==> src/rtl/cu_pkg.sv <==
package cu_pkg;
    localparam int unsigned AW = 3;
    localparam int unsigned DW = 8;

    localparam logic [AW-1:0] OFS_DATA = 3'd0;
    localparam logic [AW-1:0] OFS_IER  = 3'd1;
    localparam logic [AW-1:0] OFS_IIR  = 3'd2;
    localparam logic [AW-1:0] OFS_LCR  = 3'd3;
    localparam logic [AW-1:0] OFS_MCR  = 3'd4;
    localparam logic [AW-1:0] OFS_LSR  = 3'd5;

    localparam int unsigned IER_RX_BIT  = 0;
    localparam int unsigned IER_TX_BIT  = 1;
    localparam int unsigned LCR_DIV_BIT = 7;
    localparam int unsigned LSR_DR_BIT  = 0;
    localparam int unsigned LSR_HE_BIT  = 5;
    localparam int unsigned LSR_TE_BIT  = 6;

    localparam logic [DW-1:0] MCR_KEY  = 8'h1A;
    localparam logic [DW-1:0] MCR_SAVE = 8'h9A;

    typedef struct packed {
        logic [DW-1:0] ier;
        logic [DW-1:0] lcr;
        logic [DW-1:0] mcr;
        logic          tx_pend;
        logic          rx_pend;
        logic          irq;
        logic          rx_seen;
        logic          pop_chk;
    } regs_t;
endpackage

==> src/rtl/cu_tx_delay.sv <==
module cu_tx_delay #(
    parameter int unsigned DELAY = 300
) (
    input  logic clk,
    input  logic rst_n,
    input  logic start_i,
    input  logic cancel_i,
    output logic fire_o,
    output logic busy_o
);
    localparam int unsigned CW = $clog2(DELAY + 1);
    localparam logic [CW-1:0] LOAD = CW'(DELAY);

    typedef struct packed {
        logic          busy;
        logic [CW-1:0] cnt;
    } tmr_t;

    tmr_t tmr_d, tmr_q;

    assign fire_o = tmr_q.busy && (tmr_q.cnt == CW'(1));
    assign busy_o = tmr_q.busy;

    always_comb begin
        tmr_d = tmr_q;
        if (tmr_q.busy) begin
            if (fire_o) begin
                tmr_d.busy = 1'b0;
                tmr_d.cnt  = '0;
            end else begin
                tmr_d.cnt = tmr_q.cnt - CW'(1);
            end
        end
        if (cancel_i) begin
            tmr_d.busy = 1'b0;
            tmr_d.cnt  = '0;
        end
        if (start_i) begin
            tmr_d.busy = 1'b1;
            tmr_d.cnt  = LOAD;
        end
    end

    always_ff @(posedge clk) begin
        if (!rst_n) tmr_q <= '0;
        else        tmr_q <= tmr_d;
    end

    // a running count stays inside its load window
    a_r4_count_range: assert property (@(posedge clk) disable iff (!rst_n)
        tmr_q.busy |-> (tmr_q.cnt != '0 && tmr_q.cnt <= LOAD));
    // a start always leaves a full count behind
    a_r4_restart_full: assert property (@(posedge clk) disable iff (!rst_n)
        start_i |=> (tmr_q.busy && tmr_q.cnt == LOAD));
endmodule

==> src/rtl/cu_rd_mux.sv <==
module cu_rd_mux
    import cu_pkg::*;
(
    input  logic [AW-1:0] addr_i,
    input  logic          div_i,
    input  logic [DW-1:0] ier_i,
    input  logic [DW-1:0] lcr_i,
    input  logic [DW-1:0] mcr_i,
    input  logic          pend_i,
    input  logic          rx_valid_i,
    input  logic [DW-1:0] rx_data_i,
    output logic [DW-1:0] rdata_o
);
    always_comb begin
        rdata_o = '0;
        case (addr_i)
            OFS_DATA: if (!div_i && rx_valid_i) rdata_o = rx_data_i;
            OFS_IER:  if (!div_i) rdata_o = ier_i;
            OFS_IIR:  rdata_o[0] = pend_i;
            OFS_LCR:  rdata_o = lcr_i;
            OFS_MCR:  rdata_o = mcr_i;
            OFS_LSR: begin
                rdata_o[LSR_TE_BIT] = 1'b1;
                rdata_o[LSR_HE_BIT] = 1'b1;
                rdata_o[LSR_DR_BIT] = rx_valid_i;
            end
            default:  rdata_o = '0;
        endcase
    end
endmodule

==> src/rtl/console_uart_regs.sv <==
module console_uart_regs
    import cu_pkg::*;
#(
    parameter int unsigned TX_DELAY = 300
) (
    input  logic          clk,
    input  logic          rst_n,
    input  logic          bus_sel_i,
    input  logic          bus_wr_i,
    input  logic [AW-1:0] bus_addr_i,
    input  logic [DW-1:0] bus_wdata_i,
    output logic [DW-1:0] bus_rdata_o,
    output logic          tx_valid_o,
    output logic [DW-1:0] tx_data_o,
    input  logic          rx_valid_i,
    input  logic [DW-1:0] rx_data_i,
    output logic          rx_ready_o,
    output logic          irq_o
);
    regs_t reg_d, reg_q;

    logic div_on, wr_acc, rd_acc;
    logic thr_wr, ier_wr, rbr_rd;
    logic tmr_start, tmr_cancel, tmr_fire, tmr_busy;

    assign div_on     = reg_q.lcr[LCR_DIV_BIT];
    assign wr_acc     = bus_sel_i && bus_wr_i;
    assign rd_acc     = bus_sel_i && !bus_wr_i;
    assign thr_wr     = wr_acc && bus_addr_i == OFS_DATA && !div_on;
    assign ier_wr     = wr_acc && bus_addr_i == OFS_IER && !div_on;
    assign rbr_rd     = rd_acc && bus_addr_i == OFS_DATA && !div_on;
    assign tmr_start  = thr_wr && reg_q.ier[IER_TX_BIT];
    assign tmr_cancel = ier_wr && !bus_wdata_i[IER_TX_BIT];

    assign tx_valid_o = thr_wr;
    assign tx_data_o  = bus_wdata_i;
    assign rx_ready_o = rbr_rd && rx_valid_i;
    assign irq_o      = reg_q.irq;

    cu_tx_delay #(.DELAY(TX_DELAY)) u_delay (
        .clk      (clk),
        .rst_n    (rst_n),
        .start_i  (tmr_start),
        .cancel_i (tmr_cancel),
        .fire_o   (tmr_fire),
        .busy_o   (tmr_busy)
    );

    cu_rd_mux u_rd_mux (
        .addr_i     (bus_addr_i),
        .div_i      (div_on),
        .ier_i      (reg_q.ier),
        .lcr_i      (reg_q.lcr),
        .mcr_i      (reg_q.mcr),
        .pend_i     (reg_q.tx_pend || reg_q.rx_pend),
        .rx_valid_i (rx_valid_i),
        .rx_data_i  (rx_data_i),
        .rdata_o    (bus_rdata_o)
    );

    always_comb begin
        reg_d         = reg_q;
        reg_d.rx_seen = rx_valid_i;
        reg_d.pop_chk = rbr_rd;

        // background events first; a bus access in the same cycle wins
        if (tmr_fire && reg_q.ier[IER_TX_BIT]) begin
            reg_d.irq     = 1'b1;
            reg_d.tx_pend = 1'b1;
        end
        if (rx_valid_i && !reg_q.rx_seen && reg_q.ier[IER_RX_BIT]) begin
            reg_d.irq     = 1'b1;
            reg_d.rx_pend = 1'b1;
        end
        if (reg_q.pop_chk) begin
            if (rx_valid_i) begin
                reg_d.irq = 1'b1;
            end else begin
                reg_d.irq     = 1'b0;
                reg_d.rx_pend = 1'b0;
            end
        end

        if (thr_wr) begin
            reg_d.irq     = 1'b0;
            reg_d.tx_pend = 1'b0;
        end
        if (ier_wr) begin
            reg_d.ier = bus_wdata_i;
            reg_d.irq = bus_wdata_i[IER_TX_BIT] ||
                        (bus_wdata_i[IER_RX_BIT] && rx_valid_i);
            if (!bus_wdata_i[IER_TX_BIT]) reg_d.tx_pend = 1'b0;
            if (!(bus_wdata_i[IER_RX_BIT] && rx_valid_i)) reg_d.rx_pend = 1'b0;
        end
        if (wr_acc && bus_addr_i == OFS_LCR) reg_d.lcr = bus_wdata_i;
        if (wr_acc && bus_addr_i == OFS_MCR && bus_wdata_i == MCR_KEY)
            reg_d.mcr = MCR_SAVE;
    end

    always_ff @(posedge clk) begin
        if (!rst_n) reg_q <= '0;
        else        reg_q <= reg_d;
    end

    // a transmit write leaves the interrupt low on the next cycle
    a_r3_tx_clears_irq: assert property (@(posedge clk) disable iff (!rst_n)
        thr_wr |=> !irq_o);
    // transmit-pending never survives with the transmit enable off
    a_r5_txpend_needs_en: assert property (@(posedge clk) disable iff (!rst_n)
        !reg_q.ier[IER_TX_BIT] |-> !reg_q.tx_pend);
    // the delay only runs while the transmit enable is on
    a_r6_delay_needs_en: assert property (@(posedge clk) disable iff (!rst_n)
        tmr_busy |-> reg_q.ier[IER_TX_BIT]);
    // divisor access blocks transmit and receive traffic
    a_r2_div_quiet: assert property (@(posedge clk) disable iff (!rst_n)
        div_on |-> (!tx_valid_o && !rx_ready_o));
    // MCR only ever holds its reset value or the stored token
    a_r11_mcr_legal: assert property (@(posedge clk) disable iff (!rst_n)
        reg_q.mcr == '0 || reg_q.mcr == MCR_SAVE);
    // a receive take only happens when data is offered
    a_r8_take_needs_data: assert property (@(posedge clk) disable iff (!rst_n)
        rx_ready_o |-> rx_valid_i);
endmodule

==> config.mk <==
export PLATFORM = sky130hd
export DESIGN_NAME = console_uart_regs
export DESIGN_NICKNAME = d
export VERILOG_FILES = /design/src/rtl/cu_pkg.sv /design/src/rtl/cu_tx_delay.sv /design/src/rtl/cu_rd_mux.sv /design/src/rtl/console_uart_regs.sv
export SDC_FILE = /design/constraint.sdc
export NUM_CORES = 1
export LEC_CHECK = 0
export BUFFER_PORTS_ARGS = -buffer_cell sky130_fd_sc_hd__buf_2
export CORE_UTILIZATION = 60
export CTS_BUF_LIST = sky130_fd_sc_hd__clkbuf_4
export CTS_CLUSTER_SIZE = 30
export DETAILED_ROUTE_END_ITERATION = 10
export PLACE_DENSITY = 0.87
export SYNTH_ARGS = -nofsm -noshare
export SYNTH_HDL_FRONTEND = slang
export SYNTH_HIERARCHICAL = 1
export SYNTH_SLANG_ARGS = --single-unit
export TNS_END_PERCENT = 1
==> constraint.sdc <==
create_clock -name clk -period 5.9 [get_ports clk]
set_clock_uncertainty 0.1 [all_clocks]
set_input_delay 0.885 -clock clk [delete_from_list [all_inputs] [get_ports clk]]
set_output_delay 0.885 -clock clk [all_outputs]
set_load 0.005 [all_outputs]
==> results.cfg <==
[outcome]
status = completed

[worst_setup_path]
cp_num_buf_inv = 2
crit_path_max_incr_delay_ns = 0.48
path_max_fanout = 17
crit_top_cell = buf_2
cp_top_family = simple AND/OR/NAND/NOR gates
rr_startpoint = div_on
crit_chain = buf_2, or3_4, nor4b_1, and2_1, buf_2
rrSetupSlack_ns = 3.66
worstReg2RegEnd = u_delay/tmr_q[5]
endpoint_kind = output port
ff2ff_path_depth = 7
cp-start-kind = input port
path_class = input port to output port
crit_slowest_cell = or3_4
critical_path_arrival_ns = 2.19
cp_data_required_time_ns = 4.91

[cells_and_area]
layout_common_cells = 42 x buf_2, 32 x dfxtp_1, 23 x o21ai_0, 21 x nand3_1, 18 x a21boi_0
design_area_sq_um = 2140
nets = 285
syn2layout_area_growth_pct = 11.1
final_common_cell = buf_2
layout-drive-gt1-share_pct = 24.6
utilization_pct = 70.0
n_antenna_cell = 0
fillers = 284

[sta]
tightestPinTransition_ns = 0.863
setup_viol = 0
rsz0062_at_grt = no
max_freq_ghz = 0.315
timing.final.crit_share_pct = 53.8
maxSlewHeadroom_pct = 42.1
hold_viol = 0
maxSlewViolCount = 0
fin_crit_ns = 3.17
tns_ns = 0

[yosys]
synth-seq-cells = 32
ys_async_sr_fraction_pct = 0
yosys-top-cells-area = dfxtp_1 33%, a21boi_0 7.0%, o21ai_0 6.0%
synthCells = 226
yosysUniqueCellTypes = 57
syn-cell-area_sq_um = 1920
synth.avg_cell_area_sq_um = 8.51
yosys.area.top_type_share_pct = 33.3
synth_edf_count = 0
ys.flop_type = dfxtp_1
ys_seq_area_share_pct = 33.3
yosysWarnings = 6
yosys.area.top_type = dfxtp_1

[power_and_ir_drop]
p_per_area_nw_per_um2 = 186
power_frac_seq_pct = 55.3
ir_drop_uv = 164
power_leakage_uw = 0.000821
p_clk_share_pct = 31.8
p_int_uw = 294
total_power_uw = 397
p_sw_share_pct = 26.0
comb_power_share_pct = 12.9
power_switching_uw = 103

[cts]
post_cts_buffers = 0
postCtsHoldBufs = 0
cts_tree = yes
numClockSinks = 32
cts_root_buf = clkbuf_4
cts.path.max_buffers = 2
cts_buffers = 5
clk_pin_slew_worst_paths_ns = 0.09
clk_latency_ns = 0.33
post_cts_resize_count = 0
h-tree-depth = 2

[global_route]
grt_overflow = 0
grt_use_total_pct = 28.0
grt_pass1_wl_um = 7160
first_global_vias = 1482
grt_max_degree = 29
antenna_found_initial = 0

[place]
hpwl_um = 3240
gp_congestion = 0.833
dpl-instance-area_sq_um = 2080
io_buffers = 42

[detailed_routing]
dr_total_vias = 1838
first_iter_violations = 91
vias_per_cell = 6.05
ant_nets = 0
drc = 0
first_pass_iters = 4
routedWlPerCell_um = 14.4
routed_wl_um = 4390

[die]
io_pins = 43
start_util_pct = 63.0
dieArea_sq_um = 3440
die_h_um = 58.6
core_area_sq_um = 3050
die_w_um = 58.6
rows = 20

[run]
maxCapViolCount = 0

[worst_hold_path]
min_path_cells = 2
worstHoldPathType = flop to flop
hold_start = reg_q[18]
holdPathEnd = reg_q[18]
==> worst min-delay path: stages (launching register included) <==
cell and delay [ns]:
dfxtp_1 0.32, o21ai_0 0.06, a21boi_0 0.07
==> stage by stage <==
| stage | setup slack [ns] | cells | hold WS, ns |
|---|---|---|---|
| 2_1_floorplan | 3.20 | 229 | 0.355 |
| 3_3_place_gp | 2.78 | 296 | 0.369 |
| 3_5_place_dp | 2.74 | 296 | 0.377 |
| 4_1_cts | 2.74 | 304 | 0.390 |
| 5_1_grt | 2.63 | 304 | 0.416 |
| 6_report | 2.73 | 304 | 0.388 |
==> synthesized netlist by cell type, types with 2 or more instances <==
cell       count
a211oi_1       2
a21boi_0      18
a21oi_1        8
a22oi_1        5
a32oi_1        5
and2_1         4
and3_1         4
buf_4          8
buf_6          2
clkbuf_1       7
dfxtp_1       32
ha_1           2
inv_1          5
mux2i_1        3
nand2_1        6
nand2b_1       5
nand3_1       21
nand4b_1       2
nor2_1        11
nor2b_1        3
nor3_1         6
nor4_1         2
o21ai_0       23
o21ba_2        2
o22ai_1        2
o2bb2ai_1      2
o31ai_1        2
or4_4          2
xnor2_1        2
xor2_1         3
==> flip-flops by register name (all words and copies together) (netlist names) <==
name	flops
div_on	1
irq_o	1
reg_q	20
u_delay/busy_o	1
u_delay/tmr_q	9
==> logic make-up after synthesis <==
family	synth area share, %
AO/OA/AOI/OAI	26.4
XOR/XNOR	2.28
buffers and inverters	7.16
multiplexers	1.56
flip-flops	33.3
adder cells (fa/ha/maj)	1.30
AND/OR/NAND/NOR	27.8
other	0.195
==> power by group through the flow <==
stage | registers, uW | logic, uW | clock network [uW]
after CTS | 219 | 50.9 | 128
after detailed placement | 224 | 50.5 | 0
after global placement | 224 | 49.5 | 0
after floorplan | 224 | 32.4 | 0
after global routing | 220 | 55.7 | 137
final | 219 | 51.2 | 126
==> layer usage <==
metal | wire length (um) | track usage (%) | vias to the layer above
met4 | 53 | 8.16 | 0
met3 | 334 | 6.59 | 5
met1 | 2130 | 42.7 | 859
met5 | 0 | 0 | -
li1 | - | - | 896
met2 | 1880 | 38.9 | 78
==> worst max-delay path by stage <==
stage	endpoint	depth (start not counted)	start	slack, ns
finish	rx_ready_o	5	bus_addr_i[1]	2.73
global route	rx_ready_o	5	bus_addr_i[1]	2.63
CTS	rx_ready_o	5	bus_addr_i[1]	2.74
detailed placement	rx_ready_o	5	bus_addr_i[1]	2.74
global placement	rx_ready_o	5	bus_addr_i[1]	2.78
floorplan	rx_ready_o	3	bus_addr_i[1]	3.20
==> final cells by class <==
cell class | instances | area, sq um | share of cell area (%)
clock buffer | 7 | 52.6 | 2.46
clock inverter | 1 | 3.75 | 0.176
inverter | 5 | 18.8 | 0.878
multi-input combinational | 173 | 1160 | 54.1
sequential | 32 | 641 | 30.0
tap | 44 | 55.1 | 2.58
timing repair buffer | 42 | 210 | 9.84
Note: power is estimated with default switching activity, not from simulation.
